==> src/rtl/prediv_chain.sv <==
module prediv_chain #(
  parameter int NW = 15,
  parameter int LW = 13,
  parameter bit HAS_HF = 1'b1
) (
  input  logic          clk,
  input  logic          rst_n,
  input  logic          ref_in,
  input  logic [1:0]    hf_sel,
  input  logic          direct_en,
  input  logic          lock8k_en,
  input  logic [NW-1:0] div_n,
  input  logic [3:0]    freq_code,
  input  logic          low_inv,
  output logic          div_ce
);

  localparam logic [3:0] LOW_FIRST = 4'd13;

  logic ref_q;
  logic rise, fall, tick1;
  logic low_rate;

  always_ff @(posedge clk or negedge rst_n)
    if (!rst_n) ref_q <= 1'b0;
    else        ref_q <= ref_in;

  assign rise     = ref_in & ~ref_q;
  assign fall     = ~ref_in & ref_q;
  assign low_rate = freq_code >= LOW_FIRST;

  generate
    if (HAS_HF) begin : g_hf
      logic [2:0] hf_lim;
      logic [2:0] hf_cnt;
      assign hf_lim = (hf_sel == 2'b01) ? 3'd4 : (hf_sel == 2'b10) ? 3'd5 : 3'd0;
      assign tick1  = rise & ((hf_lim == 3'd0) | (hf_cnt == hf_lim - 3'd1));
      always_ff @(posedge clk or negedge rst_n)
        if (!rst_n) hf_cnt <= '0;
        else if (rise && hf_lim != 3'd0)
          hf_cnt <= (hf_cnt == hf_lim - 3'd1) ? 3'd0 : hf_cnt + 3'd1;
    end else begin : g_nohf
      assign tick1 = rise;
    end
  endgenerate

  logic [NW-1:0] act_n, n_cnt;
  logic          n_tick;

  assign n_tick = tick1 & direct_en & (n_cnt == act_n);

  always_ff @(posedge clk or negedge rst_n)
    if (!rst_n) begin
      act_n <= '0;
      n_cnt <= '0;
    end else if (tick1 && direct_en) begin
      if (n_cnt == act_n) begin
        n_cnt <= '0;
        act_n <= div_n;
      end else begin
        n_cnt <= n_cnt + 1'b1;
      end
    end

  logic [LW-1:0] l_term, l_cnt;
  logic          l_tick;

  always_comb
    case (freq_code)
      4'd0:    l_term = LW'(192);
      4'd1:    l_term = LW'(255);
      4'd2:    l_term = LW'(809);
      4'd3:    l_term = LW'(2429);
      4'd4:    l_term = LW'(3239);
      4'd5:    l_term = LW'(4859);
      4'd6:    l_term = LW'(1619);
      default: l_term = '0;
    endcase

  assign l_tick = tick1 & (l_cnt == l_term);

  always_ff @(posedge clk or negedge rst_n)
    if (!rst_n) l_cnt <= '0;
    else if (tick1 && lock8k_en && !direct_en)
      l_cnt <= l_tick ? '0 : l_cnt + 1'b1;

  logic stage2, next_ce;
  assign stage2  = direct_en ? n_tick : (lock8k_en ? l_tick : tick1);
  assign next_ce = low_rate ? (low_inv ? fall : rise) : stage2;

  always_ff @(posedge clk or negedge rst_n)
    if (!rst_n) div_ce <= 1'b0;
    else        div_ce <= next_ce;

  always @(posedge clk)
    if (!rst_n) assert_reset_idle_R10: assert (!div_ce);

  assert_single_pulse_R11: assert property (@(posedge clk) disable iff (!rst_n)
    div_ce |=> !div_ce);

  assert_pulse_from_edge_R8: assert property (@(posedge clk) disable iff (!rst_n)
    div_ce |-> $past(ref_in != ref_q));

  assert_count_bound_R2: assert property (@(posedge clk) disable iff (!rst_n)
    n_cnt <= act_n);

  assert_zero_factor_R3: assert property (@(posedge clk) disable iff (!rst_n)
    (!low_rate && direct_en && act_n == '0 && tick1) |=> div_ce);

  assert_stage_bypass_R7: assert property (@(posedge clk) disable iff (!rst_n)
    (!low_rate && !direct_en && !lock8k_en && tick1) |=> div_ce);

  assert_low_rise_R8: assert property (@(posedge clk) disable iff (!rst_n)
    (low_rate && !low_inv && rise) |=> div_ce);

endmodule

==> config.mk <==
export PLATFORM = sky130hd
export DESIGN_NAME = prediv_chain
export DESIGN_NICKNAME = d
export VERILOG_FILES = /design/src/rtl/prediv_chain.sv
export SDC_FILE = /design/constraint.sdc
export NUM_CORES = 1
export LEC_CHECK = 0
export ABC_CLOCK_PERIOD_IN_PS = 5050
export CORE_AREA = 2 2 69 121
export DETAILED_ROUTE_END_ITERATION = 6
export DIE_AREA = 0 0 71 123
export PLACE_DENSITY = 0.67
export REMOVE_ABC_BUFFERS = 1
export SLEW_MARGIN = 20
export SYNTH_ARGS = -nofsm -noshare
export SYNTH_HDL_FRONTEND = slang
export SYNTH_SLANG_ARGS = --single-unit
==> constraint.sdc <==
create_clock -name clk -period 5.05 [get_ports clk]
set_input_delay 1.01 -clock clk [delete_from_list [all_inputs] [get_ports clk]]
set_output_delay 1.01 -clock clk [all_outputs]
set_load 0.01 [all_outputs]
Word-level counts from Yosys, hierarchy flattened

Index checks and enable logic that the tools add are counted.

Add/subtract/negate cells: 4
Order comparisons: 1
Equality and inequality tests: 11
Mux-type cells: 10
Bitwise gates (word level): 9
Reduce and logical (&&, ||, !) cells: 9

Operators by type and width:

| kind                                                     | number |
|---|---|
| case mux 13 bit (7 select lines)                         | 1 |
| adder 15 x 1 -> 15 bit, second input constant            | 1 |
| equality test 15 bit                                     | 1 |
| two-way mux 15 bit                                       | 1 |
| adder 13 x 1 -> 13 bit, second input constant            | 1 |
| equality test 13 bit                                     | 1 |
| two-way mux 13 bit                                       | 1 |
| equality test 4 x 3 -> 1 bit, second input constant      | 3 |
| two-way mux 3 bit                                        | 3 |
| equality test 4 x 2 -> 1 bit, second input constant      | 2 |
| AND 1 bit                                                | 6 |
| equality test 4 x 1 -> 1 bit, second input constant      | 1 |
| greater-or-equal comparator 4 bit, second input constant | 1 |
| logical AND 1 bit                                        | 4 |
| zero test 4 bit                                          | 1 |
| two-way mux 1 bit                                        | 4 |
| adder 3 x 1 -> 3 bit, second input constant              | 1 |
| equality test 3 bit                                      | 1 |
| zero test 3 bit                                          | 1 |
| nonzero test 3 bit                                       | 1 |
| subtractor 3 x 1 -> 3 bit, second input constant         | 1 |
| equality test 2 x 1 -> 1 bit, second input constant      | 1 |
| equality test 2 bit, second input constant               | 1 |
| inverter 1 bit                                           | 2 |
| 3 further kinds                                          | 3 |

Bits in registers: 48
Input port bits: 27
Output and inout port bits: 1
Logic and storage cells: 50

Logic depth before layout (Yosys ltp)

Gate-level depths: netlist (run 1).

Word-level depth: 11
Mapped depth: 9
Mapped depth without buffers: 8

Worst setup path before layout (run 1)

Ideal clock, no wire load.

Kind: input -> register
Start point: in hf_sel[0]
End point: reg act_n[13]
Setup time: 0.128 ns
Arrival: 2.864 ns
Required time: 4.922 ns
Slack: 2.059 ns
Stages: 9
Path buffers: 2
Path through: inv_1 ha_1 or3b_4 a21oi_4 o211ai_2 and4b_1 buf_2 buf_2 mux2_1

Longest elaborated chain between the ends: 9
Elaborated cells between the ends (all ways): 11
Those cells by class: 1 x add/sub; 3 x eq/ne; 2 x mux; 2 x bitwise; 3 x reduce/logical

RTL lines:

| item                                   | RTL line | text |
|---|---|---|
| start, declared                        | 9        | `input logic [1:0] hf_sel,` |
| equality test 2 bit                    | 36       | `assign hf_lim = (hf_sel == 2'b01) ? 3'd4 : (hf_sel == 2'b10) ? 3'd5 : 3'd0;` |
| two-way mux 3 bit                      | 36       |  |
| two-way mux 3 bit *                    | 36       |  |
| subtractor 3 x 1 -> 3 bit              | 37       | `assign tick1 = rise & ((hf_lim == 3'd0) \| (hf_cnt == hf_lim - 3'd1));` |
| equality test 3 bit                    | 37       |  |
| bitwise OR 1 bit *                     | 37       |  |
| AND 1 bit *                            | 37       |  |
| logical AND 1 bit *                    | 56       | `end else if (tick1 && direct_en) begin` |
| AND reduction 2 bit (no source line) * | --       |  |
| end signal, assigned                   | 59       | `act_n <= div_n;` |
| end, declared                          | 47       | `logic [NW-1:0] act_n, n_cnt;` |

Mark *: on every way between the ends. The rest lies on a longest branch, timed or not.
A chain may end at the register's enable or synchronous reset.

Worst setup path after layout (run 1)

Start point: in hf_sel[1]
End point: reg div_ce

Longest elaborated chain between the ends: 11
Elaborated cells between the ends (all ways): 15
Those cells by class: 1 x add/sub; 3 x eq/ne; 5 x mux; 5 x bitwise; 1 x reduce/logical

RTL lines:

| item                                                  | RTL line | text |
|---|---|---|
| equality test 2 bit                                   | 36       |  |
| two-way mux 3 bit                                     | 36       |  |
| two-way mux 3 bit *                                   | 36       |  |
| subtractor 3 x 1 -> 3 bit                             | 37       |  |
| equality test 3 bit                                   | 37       |  |
| bitwise OR 1 bit *                                    | 37       |  |
| AND 1 bit *                                           | 37       |  |
| AND 1 bit, on equally long branches                   | 80, 50   |  |
| two-way mux 1 bit / AND 1 bit (equally long branches) | 88, 50   |  |
| two-way mux 1 bit *                                   | 88       | `assign stage2 = direct_en ? n_tick : (lock8k_en ? l_tick : tick1);` |
| two-way mux 1 bit *                                   | 89       | `assign next_ce = low_rate ? (low_inv ? fall : rise) : stage2;` |
| named net next_ce                                     | 87       | `logic stage2, next_ce;` |
| end signal, assigned                                  | 93       | `else div_ce <= next_ce;` |
| end, declared                                         | 15       | `output logic div_ce` |

Mark *: on every way through the listed nets, which the timed path passes. The rest lies on a longest branch.

==> flow_summary.json, run 1 <==
{
  "min_from": "act_n[1]",
  "seq_area_um2": 1200,
  "clock-root-buffer": "clkbuf_16",
  "final-instance-count-excl-fill": 436,
  "slew_viol_final": 0,
  "wl_met3_um": 134,
  "cts_resized": 0,
  "fmax_mhz": 275,
  "cp-start-kind": "input pin",
  "hp-class": "reg -> reg",
  "post_drt_wl_per_cell_um": 15.3,
  "ant_nets": 0,
  "synth_edf_count": 0,
  "syn_inst": 327,
  "finalSetupTns_ps": 0,
  "grt_usage_pct": 16.4,
  "routed-via-count": 2441,
  "overflow": 0,
  "rsz0062_at_grt": "false",
  "diodes": 0,
  "crit_type": "in -> reg",
  "drv_cap": 0,
  "critPathArrivalTime_ps": 3860,
  "synth_top_area_share_pct": 39.5,
  "synth_common_cells": "dfrtp_1, nor2_1, nand2_1, xnor2_1, mux2_1",
  "setup_violations": 0,
  "cellLeakagePower_uw": 0.00149,
  "synthTopCellsByArea": "dfrtp_1, xnor2_1, mux2_1",
  "p_per_area_nw_per_um2": 334,
  "holdWs_ps": 510,
  "antenna_found_initial": 0,
  "ctsHoldBuffers": 0,
  "synthArstFlopShare_pct": 100,
  "gp_congestion": 0.831,
  "outcome": "complete, no violations",
  "cts_tree": "yes",
  "start_util_pct": 39.0,
  "die_w_um": 71,
  "clk_path_buf_depth": 2,
  "grt_max_degree": 49,
  "clkSlewWorstSetupHoldPaths_ps": 60,
  "pin_count": 28,
  "yosys_most_used_dff": "dfrtp_1",
  "viasPerCell": 5.60,
  "fin_crit_sh_pct": 72.0,
  "grt_pass1_vias": 2504,
  "yosysMostFrequentCell": "dfrtp_1",
  "syn_to_final_growth_pct": 15.5,
  "crit_path_end_kind": "register",
  "drt-initial-drc-count": 131,
  "dr.pass1.iters": 4,
  "cts_buffers": 5,
  "syn_area_um2": 3040,
  "drt-met1-wl_um": 2560,
  "ys_warn_count": 0,
  "cp.required_ps": 5270,
  "total_power_uw": 1170,
  "hold_viol_final": 0,
  "cp-startpoint": "hf_sel[1]",
  "worst_ir_drop_vdd_mv": 0.182,
  "multiInputGateArea_um2": 1720,
  "fp.dieH_um": 123,
  "slowest_stage": "and4b_1",
  "timing.rr.start": "g_hf.hf_cnt[0]",
  "synth_cell_types": 61,
  "drive_gt1_share_pct": 4.91,
  "clk_latency_ps": 280,
  "ys_seq_area_share_pct": 39.5,
  "ys_ff_latch": 48,
  "core-area_um2": 7800,
  "wirelength_um": 6680,
  "dp_cells": 430,
  "row_count": 43,
  "htreeDepth": 2,
  "met2_length_um": 3780,
  "nNetsFinal": 379,
  "worst_pin_slew_ps": 879,
  "fin_util_pct": 45.1,
  "dieArea_um2": 8730,
  "highest_layer": "met4",
  "finClkSkew_ps": 7.82,
  "syn_avg_cell_area_um2": 9.31,
  "grt_pass1_wl_um": 11500,
  "cpPeakStageDelay_ps": 860,
  "period_needed_ps": 3640,
  "fill_cells": 748,
  "dpl.hpwl_um": 5050,
  "port_buffers": 27,
  "cts_num_sinks": 48,
  "slew_headroom_pct": 41.3,
  "cts_setup_buffers": 0,
  "path_max_fanout": 19,
  "crit_chain": "clkdlybuf4s50_1 > ha_1 > or3b_4 > a21oi_4 > o211ai_2 > and4b_1 > buf_4 > o31a_1 > o41a_1",
  "drc": 0,
  "synth_area_leader_cell": "dfrtp_1"
}
report_power, final:
part	switching [uW]	total, uW	leakage (uW)	internal, uW
Sequential	90.7	529	0.000621	439
Combinational	147	285	0.000798	137
Clock	131	359	0.0000757	228
cell usage in the layout (no fill, tap or decap), types with 8 or more instances in the layout:
cell type	synthesis	routed
nand4_1	9	9
or3_1	8	8
clkdlybuf4s50_1	0	26
a21oi_1	14	14
xor2_1	11	11
dfrtp_1	48	48
mux2_1	15	15
o21ai_0	12	12
xnor2_1	23	23
nand2b_1	14	14
nand3_1	9	9
inv_1	13	13
nand2_1	24	24
nor2_1	28	28
metal layers:
| metal | vias up | GRT usage [%] |
|---|---|---|
| met5 | - | 0 |
| met4 | 0 | 6.84 |
| met3 | 17 | 2.04 |
| met2 | 35 | 32.1 |
| met1 | 1175 | 17.2 |
| li1 | 1214 | - |
area by class of cell:
type,instances,share of cell area (%)
Multi-Input combinational cell,251,49.0
Sequential cell,48,34.2
Timing Repair Buffer,28,7.83
Clock buffer,5,3.56
Tap cell,90,3.20
Inverter,13,1.39
Clock inverter,1,0.854
flip-flops by register name (all words and copies together) (netlist names):
register     flops
l_cnt           13
n_cnt           15
act_n           15
g_hf.hf_cnt      3
div_ce           1
ref_q            1
kinds of logic (layout without fill, tap and decap cells):
| kind of cell | after synthesis | count (layout) | share of synthesized area, % |
|---|---|---|---|
| DFF | 48 | 48 | 39.5 |
| muxes | 16 | 16 | 5.92 |
| xor gates and xnor gates | 34 | 34 | 9.78 |
| AOI/OAI and AO/OA | 66 | 66 | 15.0 |
| buffers and inverters | 28 | 47 | 3.95 |
| adders and majority gates | 5 | 5 | 2.06 |
| and+or+nand+nor | 130 | 130 | 23.8 |
final timing paths:
path	to	slack (ps)	cells past startpoint
setup reg to reg	div_ce	2310	7
min in group asynchronous	act_n[6]	730	1
hold reg to reg	act_n[1]	510	1
hold / removal	act_n[1]	510	1
max in group asynchronous	act_n[11]	3930	1
setup / recovery	div_ce	1410	9
worst max-delay path, delay by kind of cell:
kind                     cells  cell delay, ps
AO/OA/AOI/OAI                4             670
buffers and inverters        2             770
adder cells (fa/ha/maj)      1             150
AND/OR/NAND/NOR              2            1250
stage by stage:
step	worst slack (ps)	cell area (um^2)
final	1410	3520
after floorplan	1830	2970
after detailed placement	1080	3360
after global routing	1150	3520
after CTS	1380	3510
after global placement	1160	3360
No activity file was read; power rests on OpenSTA's default activity.
==> run 2, diff against run 1 <==
--- a/config.mk
+++ b/config.mk
@@ -5,11 +5,11 @@
 export SDC_FILE = /design/constraint.sdc
 export NUM_CORES = 1
 export LEC_CHECK = 0
-export ABC_CLOCK_PERIOD_IN_PS = 5050
+export ABC_CLOCK_PERIOD_IN_PS = 3200
 export CORE_AREA = 2 2 69 121
 export DETAILED_ROUTE_END_ITERATION = 6
 export DIE_AREA = 0 0 71 123
-export PLACE_DENSITY = 0.67
+export PLACE_DENSITY = 0.69
 export REMOVE_ABC_BUFFERS = 1
 export SLEW_MARGIN = 20
 export SYNTH_ARGS = -nofsm -noshare
==> constraint.sdc (replaced) <==
create_clock -name clk -period 3.2 [get_ports clk]
set_input_delay 0.64 -clock clk [delete_from_list [all_inputs] [get_ports clk]]
set_output_delay 0.64 -clock clk [all_outputs]
set_load 0.01 [all_outputs]
==> run 2 against run 1 <==
Compared with the run above:
- sequential cell count unchanged
- power up 64%
- register-to-register slack worse by 1300 ps
- clock power up 73%
- count of clock-buffer cells in the layout up 2
- global-route usage about the same
- first-iteration DRC count up 18%
- sequential share of layout area down 1.2 points
- largest cell class unchanged
==> flow_summary.json, run 2 (synthesized netlist as in run 1, its figures left out) <==
{
  "worst_pin_slew_ps": 595,
  "dpl.hpwl_um": 5180,
  "fmax_mhz": 354,
  "drc": 0,
  "slew_headroom_pct": 60.3,
  "cts_tree": "yes",
  "cts_resized": 0,
  "dieArea_um2": 8730,
  "hold_viol_final": 0,
  "port_buffers": 27,
  "period_needed_ps": 2820,
  "row_count": 43,
  "setup_violations": 0,
  "clk_path_buf_depth": 2,
  "routed-via-count": 2528,
  "post_drt_wl_per_cell_um": 15.2,
  "crit_path_end_kind": "register",
  "worst_slack_ps": 377,
  "slowest_stage": "clkdlybuf4s50_1",
  "critPathArrivalTime_ps": 3040,
  "dpl_worst_slack_ps": 86.7,
  "timing.rr.start": "g_hf.hf_cnt[0]",
  "cp.required_ps": 3420,
  "ctsHoldBuffers": 0,
  "finalSetupTns_ps": 0,
  "pin_count": 28,
  "start_util_pct": 39.0,
  "finClkSkew_ps": 5.65,
  "cts_buffers": 5,
  "slew_viol_final": 0,
  "grt_max_degree": 49,
  "htreeDepth": 2,
  "outcome": "complete, no violations",
  "cp-start-kind": "input pin",
  "antenna_found_initial": 0,
  "hp-class": "in -> async",
  "path_max_fanout": 13,
  "drv_cap": 0,
  "reg2regPathDepth": 6,
  "seq_area_um2": 1200,
  "reg.largest.list": "act_n x15, n_cnt x15, l_cnt x13",
  "dpl_cell_area_um2": 3460,
  "grt_pass1_vias": 2546,
  "fp.dieH_um": 123,
  "total_power_uw": 1920,
  "grt_usage_pct": 16.3,
  "cpPeakStageDelay_ps": 720,
  "cellLeakagePower_uw": 0.00157,
  "fin_area_um2": 3650,
  "gp_congestion": 0.847,
  "diodes": 0,
  "crit_chain": "clkdlybuf4s50_1 > buf_4 > nand2b_1 > o22a_1 > o311ai_1 > nand2_1 > nor4_1 > buf_4 > o41a_1",
  "drt-initial-drc-count": 154,
  "layout_common_cells": "dfrtp_1, nor2_1, clkdlybuf4s50_1, nand2_1, xnor2_1",
  "drive_gt1_share_pct": 8.61,
  "cts_num_sinks": 48,
  "viasPerCell": 5.62,
  "p_per_area_nw_per_um2": 526,
  "wirelength_um": 6850,
  "fin_crit_sh_pct": 88.2,
  "cts_setup_buffers": 0,
  "fill_cells": 738,
  "crit_type": "in -> reg",
  "grt_pass1_wl_um": 11600,
  "layout.cells.most_common": "dfrtp_1",
  "overflow": 0,
  "ant_nets": 0,
  "dr.pass1.iters": 5,
  "r2r_end": "n_cnt[8]",
  "rrSetupSlack_ps": 990,
  "worst_ir_drop_vdd_mv": 0.251,
  "clkSlewWorstSetupHoldPaths_ps": 60,
  "multiInputGateArea_um2": 1720,
  "syn_to_final_growth_pct": 19.8,
  "cp-startpoint": "freq_code[0]",
  "die_w_um": 71,
  "cp_common_cell": "buf_4",
  "core-area_um2": 7800,
  "endpoint": "div_ce",
  "clock-root-buffer": "clkbuf_16",
  "clk_latency_ps": 280,
  "holdWs_ps": 367,
  "rsz0062_at_grt": "false",
  "nNetsFinal": 391
}
## run 2: cell types whose count changed in the layout (fill, tap and decap cells not counted), sizes merged
cell / before / now
buf: 2 / 14
clkbuf: 5 / 7
## run 2: area by class of cell
| cell class | count | area share (%) |
|---|---|---|
| Clock buffer | 7 | 4.19 |
| Clock inverter | 1 | 0.824 |
| Inverter | 13 | 1.34 |
| Multi-Input combinational cell | 251 | 47.3 |
| Sequential cell | 48 | 32.9 |
| Tap cell | 90 | 3.09 |
| Timing Repair Buffer | 40 | 10.4 |
## run 2: per-layer routing
layer	vias to the layer above	share of wire [%]	GRT usage (%)
li1	1243	-	-
met1	1226	39	16.9
met2	46	56	33.1
met3	13	2.5	1.79
met4	0	2.2	5.54
met5	-	0	0
## run 2: through the flow
step	std cells	util, %
after global placement	442	44.4
after detailed placement	442	44.4
after CTS	450	46.7
after global routing	450	46.7
final	450	46.7
after floorplan	312	-
## run 2: worst max-delay path, delay by kind of cell
family / cells / cell delay, ps
AO/OA/AOI/OAI: 3 / 700
buffers and inverters: 3 / 1150
AND/OR/NAND/NOR: 3 / 570
## run 2: worst min-delay path by stage
| stage | from | endpoint | slack, ps | cells past startpoint |
|---|---|---|---|---|
| global placement | act_n[13] | act_n[13] | 490 | 1 |
| floorplan | rst_n | act_n[0] | 340 | 0 |
| detailed placement | act_n[1] | act_n[1] | 500 | 1 |
| finish | rst_n | g_hf.hf_cnt[0] | 370 | 1 |
| CTS | act_n[1] | act_n[1] | 510 | 1 |
| global route | rst_n | act_n[13] | 420 | 1 |
## run 2: where the power goes
part / switching [uW] / internal (uW) / leakage [uW]
logic: 237 / 228 / 0.000859
registers: 141 / 692 / 0.000621
clock network: 209 / 411 / 0.0000901
